**config.mk**
```make
export PLATFORM = sky130hd
export DESIGN_NAME = evt_interval_timer
export DESIGN_NICKNAME = d
export VERILOG_FILES = /design/src/rtl/ltim_pkg.sv /design/src/rtl/ltim_pin_watch.sv /design/src/rtl/ltim_counter.sv /design/src/rtl/evt_interval_timer.sv
export SDC_FILE = /design/constraint.sdc
export NUM_CORES = 1
export LEC_CHECK = 0
export ABC_CLOCK_PERIOD_IN_PS = 3130
export BUFFER_PORTS_ARGS = -buffer_cell sky130_fd_sc_hd__buf_2
export CAP_MARGIN = 20
export CORE_UTILIZATION = 40
export DETAILED_ROUTE_END_ITERATION = 12
export GPL_TIMING_DRIVEN = 0
export PLACE_DENSITY = 0.61
export SYNTH_ARGS = -nofsm -noshare
export SYNTH_HDL_FRONTEND = slang
export SYNTH_SLANG_ARGS = --single-unit
```
**constraint.sdc**
```tcl
create_clock -name clk_i -period 3.13 [get_ports clk_i]
set_clock_uncertainty 0.1 [all_clocks]
set_input_delay 0.313 -clock clk_i [delete_from_list [all_inputs] [get_ports clk_i]]
set_output_delay 0.313 -clock clk_i [all_outputs]
set_load 0.01 [all_outputs]
```
**src/rtl/ltim_pkg.sv**
```systemverilog
package ltim_pkg;
  typedef enum logic [1:0] {
    ST_IDLE  = 2'd0,
    ST_ARM   = 2'd1,
    ST_COUNT = 2'd2,
    ST_DONE  = 2'd3
  } ltim_state_e;
endpackage

```
**src/rtl/ltim_pin_watch.sv**
```systemverilog
module ltim_pin_watch #(
  parameter int NUM_PINS = 5,
  localparam int SEL_W = $clog2(NUM_PINS)
) (
  input  logic                clk_i,
  input  logic                rst_ni,
  input  logic [NUM_PINS-1:0] pins_i,
  input  logic [SEL_W-1:0]    sel_i,
  input  logic                target_i,
  output logic                enter_o,
  output logic                leave_o
);
  logic [NUM_PINS-1:0] pins_q;
  logic [NUM_PINS-1:0] enter_v, leave_v;

  always_ff @(posedge clk_i or negedge rst_ni) begin
    if (!rst_ni) pins_q <= '0;
    else         pins_q <= pins_i;
  end

  for (genvar g = 0; g < NUM_PINS; g++) begin : g_pin
    assign enter_v[g] = (pins_i[g] == target_i) && (pins_q[g] != target_i);
    assign leave_v[g] = (pins_i[g] != target_i) && (pins_q[g] == target_i);
  end

  always_comb begin
    enter_o = 1'b0;
    leave_o = 1'b0;
    for (int i = 0; i < NUM_PINS; i++) begin
      if (sel_i == SEL_W'(i)) begin
        enter_o = enter_v[i];
        leave_o = leave_v[i];
      end
    end
  end
endmodule

```
**src/rtl/ltim_counter.sv**
```systemverilog
module ltim_counter #(
  parameter int CNT_W = 16
) (
  input  logic             clk_i,
  input  logic             rst_ni,
  input  logic             clr_i,
  input  logic             inc_i,
  output logic [CNT_W-1:0] cnt_o,
  output logic             at_max_o
);
  localparam logic [CNT_W-1:0] CNT_MAX = '1;
  logic [CNT_W-1:0] cnt_q;

  always_ff @(posedge clk_i or negedge rst_ni) begin
    if (!rst_ni)                       cnt_q <= '0;
    else if (clr_i)                    cnt_q <= '0;
    else if (inc_i && cnt_q != CNT_MAX) cnt_q <= cnt_q + 1'b1;
  end

  assign cnt_o    = cnt_q;
  assign at_max_o = (cnt_q == CNT_MAX);


  cnt_no_wrap_chk: assert property (@(posedge clk_i) disable iff (!rst_ni)
    (inc_i && !clr_i && cnt_q == CNT_MAX) |=> (cnt_q == CNT_MAX));


  cnt_hold_chk: assert property (@(posedge clk_i) disable iff (!rst_ni)
    (!inc_i && !clr_i) |=> $stable(cnt_q));
endmodule

```
**src/rtl/evt_interval_timer.sv**
```systemverilog
module evt_interval_timer
  import ltim_pkg::*;
#(
  parameter int NUM_PINS = 5,
  parameter int CNT_W    = 16,
  localparam int SEL_W   = $clog2(NUM_PINS)
) (
  input  logic                clk_i,
  input  logic                rst_ni,
  input  logic                start_i,
  input  logic [SEL_W-1:0]    pin_sel_i,
  input  logic                mode_width_i,
  input  logic                target_lvl_i,
  input  logic                tick_i,
  input  logic [NUM_PINS-1:0] pins_i,
  output logic [CNT_W-1:0]    result_o,
  output logic                done_o,
  output logic                ovf_o,
  output logic                busy_o
);
  ltim_state_e      state_q;
  logic [SEL_W-1:0] sel_q;
  logic             mode_q, tgt_q, done_q, ovf_q;
  logic             enter, leave, end_evt, at_max, inc, pin_ok;

  // pin 0 cannot time
  assign pin_ok  = (pin_sel_i != '0) && (int'(pin_sel_i) < NUM_PINS);
  assign end_evt = mode_q ? leave : enter;
  assign inc     = !start_i && (state_q == ST_COUNT) && tick_i && !end_evt;

  ltim_pin_watch #(.NUM_PINS(NUM_PINS)) u_watch (
    .clk_i    (clk_i),
    .rst_ni   (rst_ni),
    .pins_i   (pins_i),
    .sel_i    (sel_q),
    .target_i (tgt_q),
    .enter_o  (enter),
    .leave_o  (leave)
  );

  ltim_counter #(.CNT_W(CNT_W)) u_cnt (
    .clk_i    (clk_i),
    .rst_ni   (rst_ni),
    .clr_i    (start_i),
    .inc_i    (inc),
    .cnt_o    (result_o),
    .at_max_o (at_max)
  );

  always_ff @(posedge clk_i or negedge rst_ni) begin
    if (!rst_ni) begin
      state_q <= ST_IDLE;
      sel_q   <= '0;
      mode_q  <= 1'b0;
      tgt_q   <= 1'b0;
      done_q  <= 1'b0;
      ovf_q   <= 1'b0;
    end else if (start_i) begin
      sel_q   <= pin_ok ? pin_sel_i : '0;
      mode_q  <= pin_ok & mode_width_i;
      tgt_q   <= pin_ok & target_lvl_i;
      done_q  <= 1'b0;
      ovf_q   <= 1'b0;
      state_q <= !pin_ok ? ST_IDLE : (mode_width_i ? ST_ARM : ST_COUNT);
    end else begin
      unique case (state_q)
        ST_ARM:   if (enter) state_q <= ST_COUNT;
        ST_COUNT: begin
          if (end_evt) begin
            state_q <= ST_DONE;
            done_q  <= 1'b1;
          end else if (tick_i && at_max) begin
            state_q <= ST_DONE;
            done_q  <= 1'b1;
            ovf_q   <= 1'b1;
          end
        end
        default: ;
      endcase
    end
  end

  assign done_o = done_q;
  assign ovf_o  = ovf_q;
  assign busy_o = (state_q == ST_ARM) || (state_q == ST_COUNT);


  done_hold_chk: assert property (@(posedge clk_i) disable iff (!rst_ni)
    (done_o && !start_i) |=> (done_o && $stable(result_o) && $stable(ovf_o)));


  bad_pin_idle_chk: assert property (@(posedge clk_i) disable iff (!rst_ni)
    (start_i && !pin_ok) |=> (!busy_o && !done_o));


  start_clears_chk: assert property (@(posedge clk_i) disable iff (!rst_ni)
    start_i |=> (result_o == '0 && !done_o && !ovf_o));


  ovf_implies_done_chk: assert property (@(posedge clk_i) disable iff (!rst_ni)
    ovf_o |-> done_o);
endmodule

```
After elaboration in Yosys (flattened, before gate mapping)
Index checks and enable logic that the tools add are counted.

Memory bits (writable): 0. Output and inout bits: 19. Register bits: 30. Bits in latches: 0. Logic and storage cells: 100. Memories kept: 0. Memory bits (read-only): 0. Bits of input ports: 14.

Equality and inequality tests: 31. $mul: 0. Add/subtract/negate cells: 1. $lt $le $gt $ge: 1. Shift operators: 0. Reduce and logical (&&, ||, !) cells: 29. Bitwise operators: 2. Multiplexer cells: 28. Div/mod/pow operators: 0.

Operators by type and width (count): $mux 16 (2); $mux 1 (18); $add 16x1->16 const B (1); $eq 16x16->1 const B (1); $logic_and 1x1->1 (16); $ne 16x16->1 const B (1); $mux 2 (6); $eq 1x1->1 (10); $ne 1x1->1 (10); $reduce_bool 3->1 (3); $eq 3x2->1 const B (2); $reduce_and 3->1 (2); $reduce_bool 2->1 (3); $ne 4x4->1 const B (1); $pmux 2 s2 (1); $eq 3x1->1 const B (1); $eq 3x3->1 const B (1); $logic_not 3->1 (1); $lt 3x3->1 const B (1); $mux 3 (1); $ne 3x3->1 const B (1); $and 1x1->1 (2); $eq 2x1->1 const B (1); $eq 2x2->1 const B (1); other kinds (4) (5).

Logic depth before layout (Yosys ltp)
Gate-level depths: netlist (run 1).

Depth in word-level cells: 13. Depth in mapped cells: 10. Gate-level depth less buffers: 8.

Cells and area by module
From an unflattened synthesis (run 1), not the netlist that was laid out.

Cells, all modules: 199. Area, all modules: 1895.6 um^2.

By module, submodules not included: ltim_counter (instances 1, sequential area each 400.4 um^2, cells each 109, area an instance 1009.7 um^2); evt_interval_timer (instances 1, sequential area each 225.2 um^2, cells each 46, area an instance 466.7 um^2); ltim_pin_watch (instances 1, sequential area each 125.1 um^2, cells each 44, area an instance 419.2 um^2).

Least setup slack after synthesis (run 1)
Ideal clock, no wire load.

Kind: flip-flop to flip-flop. Start: register sel_q[1]. End: register u_cnt.cnt_q[11], in the netlist u_cnt.cnt_o[11]. Setup time: 0.128 ns. Buffers on the path: 1. Data arrival time: 2.155 ns. Path slack: 0.748 ns. Clock period less this slack: 2.382 ns. Stages on the path, launching flop included: 8. Cells stage by stage: dfrtp_1 inv_2 mux4_2 a211oi_2 a32oi_1 buf_2 nor4_1 mux2_1.

Word-level cells in the longest chain between the ends: 11. Elaborated cells on any way between the ends: 20.

RTL lines: start, declared (line evt_interval_timer.sv:22) `logic [SEL_W-1:0] sel_q;`; start signal, assigned (line evt_interval_timer.sv:59) `sel_q <= pin_ok ? pin_sel_i : '0;`; $logic_not 3->1 (line ltim_pin_watch.sv:30) `if (sel_i == SEL_W'(i)) begin`; $mux 1 (5 in a row) (line ltim_pin_watch.sv:30); $mux 1 * (line evt_interval_timer.sv:28) `assign end_evt = mode_q ? leave : enter;`; $logic_not 1->1 * (line evt_interval_timer.sv:29) `assign inc = !start_i && (state_q == ST_COUNT) && tick_i && !end_evt;`; $logic_and 1x1->1 * (line evt_interval_timer.sv:29); $logic_and 1x1->1 * (line ltim_counter.sv:17) `else if (inc_i && cnt_q != CNT_MAX) cnt_q <= cnt_q + 1'b1;`; $reduce_bool 2->1 (no line) *; end signal, assigned (line ltim_counter.sv:17); end, declared (line ltim_counter.sv:12) `logic [CNT_W-1:0] cnt_q;`.

Mark *: on every way between the ends. The rest lies on a longest branch, timed or not. A chain may end at the register's enable or synchronous reset.

Final worst setup path (run 1)
Start: register tgt_q. End: register u_cnt.cnt_q[11], in the netlist u_cnt.cnt_o[11].

Word-level cells in the longest chain between the ends: 12. Elaborated cells on any way between the ends: 45.

RTL lines: start, declared (line evt_interval_timer.sv:23) `logic mode_q, tgt_q, done_q, ovf_q;`; start signal, assigned (line evt_interval_timer.sv:61) `tgt_q <= pin_ok & target_lvl_i;`; $eq 1x1->1 (tied with other cells) (line ltim_pin_watch.sv:22) `assign enter_v[g] = (pins_i[g] == target_i) && (pins_q[g] != target_i);`; $logic_and 1x1->1 (on tied branches) (line ltim_pin_watch.sv:22, ltim_pin_watch.sv:23); $mux 1 (5 in a row) (line ltim_pin_watch.sv:30); $mux 1 * (line evt_interval_timer.sv:28); $logic_not 1->1 * (line evt_interval_timer.sv:29); $logic_and 1x1->1 * (line evt_interval_timer.sv:29); $logic_and 1x1->1 * (line ltim_counter.sv:17); $reduce_bool 2->1 (no line) *.

Marks and branches as above.

==> run_results.csv, run 1 <==
group,metric,value,unit
setup_path,ff2ff_setup_slack,360,ps
yosys,synth-seq-cells,30,
power,power_leakage,0.9341,nW
timing,slew_viol_final,0,
finish,fin_area,2122,um^2
yosys,synth_cell_types,44,
power,p_sw,0.0002911,W
finish,drive_gt1_frac,0.2259,
placement,placed_cell_area,2003,um^2
route,drt_iter0_drc,121,
power,irDropWorstVdd,0.0001991,V
finish,mostFrequentLayoutCell,"buf_2",
yosys,synth_nets,215,
yosys,syn_inst,198,
global_route,grt_usage,0.2098,
power,sw_frac_of_total,0.2889,
setup_path,end_kind,"flop",
global_route,grt_max_degree,31,
timing,finalCriticalPeriod,2771,ps
route,drtPass1Iterations,5,
timing,rsz0062_at_grt,"false",
min_path,hold_path.class,"primary input to flop",
setup_path,crit_arrival,2830,ps
setup_path,cp.required,3190,ps
die,core,4144,um^2
clock_network,cts_tree,"yes",
clock_network,h-tree-depth,2,
setup_path,worstSetupStartpointType,"flop",
timing,period_share,0.8853,
global_route,grt_pass1_vias,1554,
power,clkPwrFrac,0.385,
placement,place_inst,280,
finish,final_nets,255,
yosys,synth_area,1780,um^2
yosys,synthFlopType,"dfrtp_1",
die,die_area,4722,um^2
setup_path,cp_max_fo,10,
yosys,synth.area.top_cells,"dfrtp_1, o21ai_0, a21oi_1",
global_route,grt_pass1_wl,7.203,mm
global_route,globalRouteOverflowTotal,0,
finish,syn2layout_area_growth,19.19,%
yosys,synth_top_area_cell,"dfrtp_1",
route,totalWireLength,4.310,mm
global_route,antenna_found_initial,0,
finish,final_cell_mix,"buf_2, dfrtp_1, inv_1, o21ai_0, nor2_1",
placement,dp.final_hpwl,3.049,mm
route,wl_per_cell,14.91,um
die,die_w,68.72,um
placement,place_congestion,0.8023,
yosys,async_reset_ff_frac,1.000,
finish,post-route-util,0.5121,
route,via_count,1655,
clock_network,path_clk_slew,60,ps
yosys,synth_area_per_cell,8.992,um^2
placement,port_buffers,32,
timing,setup_viol,0,
finish,seqCellArea,750.7,um^2
timing,setup_tns,0,ps
power,combPwrFrac,0.191,
finish,multi_input_area,943.4,um^2
die,die_y,68.72,um
route,drt.antenna.violating_nets,0,
timing,hold_viol,0,
setup_path,worstSetupPathType,"flop to flop",
clock_network,cts_sinks,30,
route,avgViaCountPerCell,5.727,
yosys,yosysWarnings,0,
flow_run,maxCapViolCount,0,
die,boundaryPins,33,
power,pwr-share-seq,0.423,
route,drcViolationCount,0,
clock_network,cts_buffers,5,
clock_network,post_cts_resized,0,
run_status,status,"finished clean",
clock_network,ctsLongestPathBuffers,2,
finish,final_cell_count_no_fill,289,
die,start_util,0.4296,
finish,antenna_cells,0,
die,core.rowCount,23,
yosys,synth.top_cell.area_share,0.4216,
clock_network,cts_root_buf,"clkbuf_8",
power,total_power,0.001008,W
yosys,ys_seq_area_frac,0.4216,
timing,max_freq,0.3609,GHz
yosys,synth_edf_count,0,
finish,fill_cells,397,
clock_network,clkLatencyLatePin,280,ps
timing,tightestPinTransition,691.0,ps
power,p_int,0.0007165,W
power,power.density,474.9,nW/um^2
timing,slew_headroom,0.5393,
## path summary, 6_finish.rpt
| check | from | cells after the start | to |
|---|---|---|---|
| worst max-delay path | tgt_q | 8 | u_cnt.cnt_o[11] |
| worst min-delay path | pins_i[3] | 1 | u_watch.pins_q[3] |
| worst max register to register | tgt_q | 8 | u_cnt.cnt_o[11] |
| worst min register to register | ovf_o | 1 | ovf_o |
| max in group asynchronous | rst_ni | 2 | sel_q[0] |
| min in group asynchronous | rst_ni | 2 | done_o |
## stage by stage
step	setup WS [ps]	hold slack (ps)
3_5_place_dp	392.5	303.9
4_1_cts	360.8	56.98
5_1_grt	126.9	62.93
2_1_floorplan	747.7	-82.59
3_3_place_gp	382.2	299.4
6_report	358.9	64.72
## sequential cells by signal (all words and copies together) (netlist names)
| signal | flops |
|---|---|
| sel_q | 3 |
| state_q | 2 |
| u_watch.pins_q | 5 |
| u_cnt.cnt_o | 16 |
| tgt_q | 1 |
| ovf_o | 1 |
| done_o | 1 |
| mode_q | 1 |
## critical path, cell delays in order, from the launching register on
cell,delay (ps)
dfrtp_1,340
clkbuf_1,310
inv_1,180
mux4_2,340
a211oi_2,270
a32oi_1,200
buf_2,230
nor4_1,330
mux2_1,360
## what timing repair did
item | 4_1_cts | 5_1_grt
setup endpoints to repair | 0 | 0
setup buffers | 0 | 0
hold endpoints to repair | 10 | 0
hold buffers | 1 | 0
## cells in the mapped netlist (all sizes together) (2+ instances only)
cell type   n
inv        14
o41ai       3
buf         3
o211ai      2
or3         6
ha          3
and4        3
nand2      12
o311ai      4
nand3b      6
o21ai      14
a32oi       2
a21oi      12
o22ai       2
o21a        3
dfrtp      30
nor2       13
or2         2
o31ai       2
or4         3
or3b        4
nand2b      2
nor3        4
and3        3
nand4       3
nand3       9
clkbuf      5
nor2b       9
mux2        4
nor4        3
a31oi       3
## power groups by stage
| stage | Combinational, W | Sequential (W) | Clock (W) |
|---|---|---|---|
| floorplan | 0.000127 | 0.000431 | 0 |
| global placement | 0.000190 | 0.000433 | 0 |
| detailed placement | 0.000189 | 0.000434 | 0 |
| CTS | 0.000193 | 0.000426 | 0.000399 |
| global route | 0.000218 | 0.000430 | 0.000412 |
| finish | 0.000193 | 0.000426 | 0.000388 |
## final cells by class
class / instances / area share
clock inverters: 3 / 0.01887
well taps: 50 / 0.02948
repair buffers: 33 / 0.08019
flip-flops and latches: 30 / 0.3538
inverters: 14 / 0.02476
plain buffers: 8 / 0.01592
multi-input cells: 146 / 0.4446
clock buffers: 5 / 0.03243
## cells by family after synthesis
logic type      after synthesis  share of synthesized area
buf+inv                      22                    0.04849
simple gates                 84                     0.2691
flops                        30                     0.4216
compound gates               53                     0.1968
xor+xnor                      1                   0.004920
mux                           5                    0.03795
fa+ha+maj                     3                    0.02108
## routing by layer
| metal | vias up | wire length (um) | global-route usage | part of all wire |
|---|---|---|---|---|
| met1 | 791 | 2150 | 0.2885 | 0.50 |
| met2 | 40 | 1886 | 0.3051 | 0.44 |
| li1 | 820 | - | - | - |
| met5 | - | 0 | 0 | 0 |
| met4 | 0 | 36 | 0.07653 | 0.0084 |
| met3 | 4 | 237 | 0.06908 | 0.055 |
Note: power is estimated with default switching activity, not from simulation.
==> run 2: changes to the inputs <==
--- a/config.mk
+++ b/config.mk
@@ -8,10 +8,12 @@
 export ABC_CLOCK_PERIOD_IN_PS = 3130
 export BUFFER_PORTS_ARGS = -buffer_cell sky130_fd_sc_hd__buf_2
 export CAP_MARGIN = 20
+export CORE_MARGIN = 4
 export CORE_UTILIZATION = 40
 export DETAILED_ROUTE_END_ITERATION = 12
 export GPL_TIMING_DRIVEN = 0
 export PLACE_DENSITY = 0.61
+export SETUP_SLACK_MARGIN = 0.4
 export SYNTH_ARGS = -nofsm -noshare
 export SYNTH_HDL_FRONTEND = slang
 export SYNTH_SLANG_ARGS = --single-unit
==> run_results.csv, run 2 (synthesis gave the netlist of run 1 again) <==
group,metric,value,unit
power,power.density,434.5,nW/um^2
die,boundaryPins,33,
run_status,status,"complete, but fails checks",
clock_network,cts_root_buf,"clkbuf_8",
timing,max_freq,0.3849,GHz
finish,final_nets,254,
die,die_w,74.72,um
die,die_area,5582,um^2
power,irDropWorstVdd,0.0002068,V
setup_path,worstSetupPathType,"flop to flop",
global_route,grt_max_degree,31,
timing,slew_headroom,0.5282,
finish,final_cell_count_no_fill,287,
power,total_power,0.0009176,W
timing,period_share,0.8300,
route,drt_iter0_drc,132,
route,drcViolationCount,0,
flow_run,maxCapViolCount,0,
run_status,violations,"hold timing",
route,wl_per_cell,14.89,um
die,core.rowCount,23,
placement,dp.final_hpwl,3.142,mm
setup_path,cp.required,3180,ps
clock_network,path_clk_slew,70,ps
finish,mostFrequentLayoutCell,"buf_2",
power,combPwrFrac,0.217,
timing,hold_viol,24,
route,drt.antenna.violating_nets,0,
finish,syn2layout_area_growth,18.62,%
placement,place_congestion,0.7901,
global_route,grt_pass1_wl,7.376,mm
power,sw_frac_of_total,0.3071,
clock_network,ctsLongestPathBuffers,2,
setup_path,crit_arrival,2650,ps
route,drtPass1Iterations,4,
route,totalWireLength,4.272,mm
finish,fill_cells,402,
route,via_count,1628,
global_route,globalRouteOverflowTotal,0,
timing,layout_setup_ws,532.0,ps
setup_path,end_kind,"flop",
finish,final_cell_mix,"buf_2, dfrtp_1, o21ai_0, nor2_1",
timing,slew_viol_final,0,
clock_network,clkLatencyLatePin,280,ps
clock_network,cts_tree,"yes",
route,avgViaCountPerCell,5.672,
placement,port_buffers,32,
setup_path,cp_max_fo,10,
die,die_y,74.72,um
setup_path,crit_slowest_cell,"mux4_2",
clock_network,hold_buffers,0,
clock_network,cts_sinks,30,
timing,finalCriticalPeriod,2598,ps
timing,tightestPinTransition,707.7,ps
timing,setup_tns,0,ps
finish,antenna_cells,0,
timing,rsz0062_at_grt,"false",
setup_path,worstSetupStartpointType,"flop",
clock_network,h-tree-depth,2,
global_route,antenna_found_initial,0,
setup_path,path_cells,"inv_2, mux4_2, a211oi_2, a32oi_2, buf_6, nor4_2, mux2_1",
setup_path,max_stage_delay,530,ps
placement,preCtsSetupSlack,329.5,ps
power,clkPwrFrac,0.317,
finish,largest_reg_flops,16,
finish,drive_gt1_frac,0.2447,
power,pwr-share-seq,0.466,
timing,whs,-16.53,ps
timing,setup_viol,0,
global_route,grt_usage,0.1703,
die,core,4144,um^2
power,p_int,0.0006357,W
power,p_sw,0.0002818,W
global_route,grt_pass1_vias,1556,
clock_network,cts_buffers,5,
power,power_leakage,0.9261,nW
die,start_util,0.4296,
min_path,hold_path.class,"primary input to asynchronous set/reset pin",
placement,place_inst,280,
-- run 2: path summary, 6_finish.rpt --
path                                start           endpoint  slack (ps)  cells after the start
worst min register to register      ovf_o              ovf_o         400                      1
max in group asynchronous          rst_ni    u_cnt.cnt_o[13]        2480                      1
worst max register to register   sel_q[1]    u_cnt.cnt_o[11]         530                      7
worst min-delay path               rst_ni              ovf_o         -20                      1
min in group clk_i              pins_i[3]  u_watch.pins_q[3]          70                      1
worst max-delay path             sel_q[1]    u_cnt.cnt_o[11]         530                      7
-- run 2: final cells by class --
cell class	count	area [um^2]	area share
clock inverters	2	10.01	0.004739
clock buffers	5	68.82	0.03258
multi-input cells	146	963.4	0.4562
repair buffers	32	160.2	0.07583
flip-flops and latches	30	750.7	0.3554
well taps	50	62.56	0.02962
plain buffers	8	43.79	0.02073
inverters	14	52.55	0.02488
-- run 2: power groups by stage --
stage / clock [W] / combinational (W) / sequential [W]
after floorplan: 0 / 0.000127 / 0.000431
after global placement: 0 / 0.000189 / 0.000434
after detailed placement: 0 / 0.000192 / 0.000434
after CTS: 0.000297 / 0.000192 / 0.000427
after global routing: 0.000317 / 0.000228 / 0.000430
final: 0.000291 / 0.000199 / 0.000427
-- run 2: per-stage QoR --
stage,area [um^2],util
5_1_grt,2112,0.5097
4_1_cts,2083,0.5027
3_3_place_gp,2003,0.4834
6_report,2112,0.5097
2_1_floorplan,1780,-
3_5_place_dp,2003,0.4834
-- run 2: what timing repair did --
action,4_1_cts,5_1_grt
setup buffers,0,0
endpoints found under the setup margin,2,12
resized for setup,1,8
pin swaps,0,1
-- run 2: metal layers --
metal,track usage,wire [um],up-vias
met2,0.2556,1849,38
met3,0.04272,262,2
li1,-,-,817
met4,0.03557,21,0
met1,0.2496,2139,771
met5,0,0,-
-- run 2: worst max-delay path, delay by kind of cell (launching register included) --
family	cells	cell delay [ps]
AO/OA/AOI/OAI	2	480
buffers and inverters	2	280
flip-flops	1	460
multiplexers	2	880
AND/OR/NAND/NOR	1	290
==> run 3: changes to the inputs <==
--- a/config.mk
+++ b/config.mk
@@ -5,14 +5,15 @@
 export SDC_FILE = /design/constraint.sdc
 export NUM_CORES = 1
 export LEC_CHECK = 0
-export ABC_CLOCK_PERIOD_IN_PS = 3130
+export ABC_AREA = 1
+export ABC_CLOCK_PERIOD_IN_PS = 2300
 export BUFFER_PORTS_ARGS = -buffer_cell sky130_fd_sc_hd__buf_2
 export CAP_MARGIN = 20
 export CORE_MARGIN = 4
 export CORE_UTILIZATION = 40
 export DETAILED_ROUTE_END_ITERATION = 12
 export GPL_TIMING_DRIVEN = 0
-export PLACE_DENSITY = 0.61
+export PLACE_DENSITY = 0.62
 export SETUP_SLACK_MARGIN = 0.4
 export SYNTH_ARGS = -nofsm -noshare
 export SYNTH_HDL_FRONTEND = slang
==> constraint.sdc (replaced) <==
create_clock -name clk_i -period 2.3 [get_ports clk_i]
set_clock_uncertainty 0.1 [all_clocks]
set_input_delay 0.23 -clock clk_i [delete_from_list [all_inputs] [get_ports clk_i]]
set_output_delay 0.23 -clock clk_i [all_outputs]
set_load 0.01 [all_outputs]
==> run_results.csv, run 3 <==
group,metric,value,unit
yosys,ys_seq_area_frac,0.3812,
yosys,synth.most_common_cell,"nand2_1",
clock_network,cts_root_buf,"clkbuf_8",
die,die_w,78.17,um
yosys,synth_nets,296,
placement,preCtsSetupSlack,240.3,ps
yosys,synth_area_per_cell,7.059,um^2
run_status,status,"finished clean",
die,die_area,6110,um^2
yosys,synthFlopType,"dfrtp_1",
yosys,synthSimpleGateAreaFrac,0.4015,
global_route,grt_pass1_vias,1780,
finish,final_nets,350,
power,power.density,585.4,nW/um^2
route,drtPass1Iterations,4,
flow_run,maxCapViolCount,0,
die,die_y,78.17,um
yosys,synth.top_cell.area_share,0.3812,
die,core,4755,um^2
global_route,antenna_found_initial,0,
timing,tightestPinTransition,698.9,ps
setup_path,crit_arrival,1950,ps
yosys,synth_top_area_cell,"dfrtp_1",
finish,seqCellArea,753.2,um^2
yosys,synth_edf_count,0,
setup_path,rr_worst_depth,13,
min_path,hold_path.class,"primary input to flop",
die,boundaryPins,33,
die,core.rowCount,25,
yosys,muxShareOfSynthArea,0,
clock_network,cts_sinks,30,
min_path,hold_end,"sel_q[1]",
timing,rsz0062_at_grt,"true",
global_route,grt_max_degree,31,
clock_network,cts_tree,"yes",
timing,setup_tns,0,ps
setup_path,crit_slowest_cell,"dlygate4sd3_1",
setup_path,worstSetupPathType,"primary input to flop",
clock_network,clkLatencyLatePin,280,ps
finish,fill_cells,483,
finish,multi_input_area,1137,um^2
route,drt.antenna.violating_nets,0,
yosys,synth-seq-cells,30,
yosys,syn_inst,279,
clock_network,ctsLongestPathBuffers,2,
route,via_count,1928,
finish,fin_area,2561,um^2
min_path,hold_start,"pin_sel_i[2]",
finish,final_cell_count_no_fill,401,
route,wl_per_cell,13.08,um
setup_path,end_kind,"flop",
min_path,holdPathStages,2,
timing,slew_viol_final,0,
global_route,grt_pass1_wl,8.604,mm
power,power_leakage,1.335,nW
yosys,synth-compound-area-share,0.04066,
timing,layout_setup_ws,429.7,ps
yosys,yosysWarnings,0,
finish,final_cell_mix,"nand2_1, buf_2, nand3_1",
yosys,synth_area,1969,um^2
global_route,grt_usage,0.1788,
setup_path,r2r_end,"u_cnt.cnt_o[2]",
route,drt_iter0_drc,116,
global_route,globalRouteOverflowTotal,0,
finish,largest_reg_flops,16,
finish,mostFrequentLayoutCell,"nand2_1",
setup_path,reg2reg_from,"u_cnt.cnt_o[1]",
timing,finalCriticalPeriod,1870,ps
route,drcViolationCount,0,
timing,slew_headroom,0.5340,
finish,syn2layout_area_growth,30.05,%
setup_path,cp_max_fo,6,
power,irDropWorstVdd,0.0002641,V
finish,antenna_cells,0,
yosys,async_reset_ff_frac,1.000,
yosys,yosys.area_share.xor_xnor,0.07052,
timing,period_share,0.8132,
placement,place_inst,377,
placement,port_buffers,31,
placement,dp.final_hpwl,3.567,mm
yosys,synth_fa_ha_area_frac,0.01906,
setup_path,ff2ff_setup_slack,450,ps
route,totalWireLength,5.244,mm
setup_path,cp.required,2370,ps
clock_network,cts_buffers,5,
setup_path,cp.buffers_inverters,4,
die,start_util,0.4142,
placement,placed_cell_area,2208,um^2
timing,whs,83.14,ps
setup_path,path_cells,"dlygate4sd3_1, buf_2, inv_1, nand2_1, nand2_1, nand3_1, nand2_2, nor2_4, nand3_2, nand2_4, nand2_8, nand2_8, clkbuf_16, nand2_1, nand2_1",
timing,hold_viol,0,
clock_network,h-tree-depth,2,
setup_path,crit_path_frequent_cell,"nand2_1",
yosys,netlist_top_cells_count,"nand2_1, nand3_1, dfrtp_1, inv_1, nor2_1",
placement,place_congestion,0.8706,
yosys,synth_top_family_by_area,"simple AND/OR/NAND/NOR gates",
setup_path,worstSetupStartpointType,"primary input",
finish,drive_gt1_frac,0.2515,
yosys,synth_cell_types,30,
timing,max_freq,0.5347,GHz
setup_path,crit_family,"buffers and inverters",
clock_network,path_clk_slew,70,ps
setup_path,max_stage_delay,550,ps
timing,setup_viol,0,
route,avgViaCountPerCell,4.808,
yosys,synth.area.top_cells,"dfrtp_1, nand2_1, nand3_1",
[run 3: what timing repair did]
item | CTS | global route
hold buffers | 6 | 0
hold endpoints to repair | 35 | 0
gates cloned | 0 | 3
pin swaps | 1 | 14
endpoints found under the setup margin | 16 | 18
buffers inserted | 3 | 4
resized for setup | 2 | 30
[run 3: layer usage]
metal	track usage	up-vias	routed length, um
met2	0.2817	45	2433
met3	0.04014	6	264
met4	0.06818	0	72
li1	-	995	-
met1	0.2395	882	2473
met5	0	-	0
[run 3: worst max-delay path by stage]
| stage | start | endpoint | slack (ps) | cells past startpoint |
|---|---|---|---|---|
| 2_1_floorplan | u_cnt.cnt_o[0] | u_cnt.cnt_o[13] | 460 | 13 |
| 3_3_place_gp | u_cnt.cnt_o[0] | u_cnt.cnt_o[13] | 240 | 13 |
| 3_5_place_dp | u_cnt.cnt_o[0] | u_cnt.cnt_o[13] | 240 | 13 |
| 4_1_cts | pins_i[1] | u_cnt.cnt_o[6] | 410 | 13 |
| 5_1_grt | sel_q[2] | u_cnt.cnt_o[15] | 320 | 13 |
| 6_report | pins_i[3] | u_cnt.cnt_o[2] | 430 | 15 |
[run 3: cell type report]
cell class	count	area share
multi-input cells	211	0.4441
flip-flops and latches	30	0.2941
repair buffers	46	0.1241
inverters	32	0.04788
clock buffers	7	0.03371
well taps	67	0.03273
plain buffers	7	0.02149
clock inverters	1	0.001954
[run 3: stage by stage]
stage / total power, W / utilization
final: 0.001499 / 0.5387
after global routing: 0.001600 / 0.5387
after CTS: 0.001449 / 0.5037
after detailed placement: 0.0009666 / 0.4645
after global placement: 0.0009629 / 0.4645
after floorplan: 0.0008562 / -
[run 3: cell families after synthesis]
kind of cell             after synthesis
AND/OR/NAND/NOR                      178
buffers and inverters                 39
flip-flops                            30
XOR/XNOR                              15
AO/OA/AOI/OAI                         14
adder cells (fa/ha/maj)                3
[run 3: where the power goes]
group          total (W)  switching [W]  internal (W)
logic           0.000439       0.000254      0.000185
registers       0.000606      0.0000375      0.000568
clock network   0.000455       0.000213      0.000241
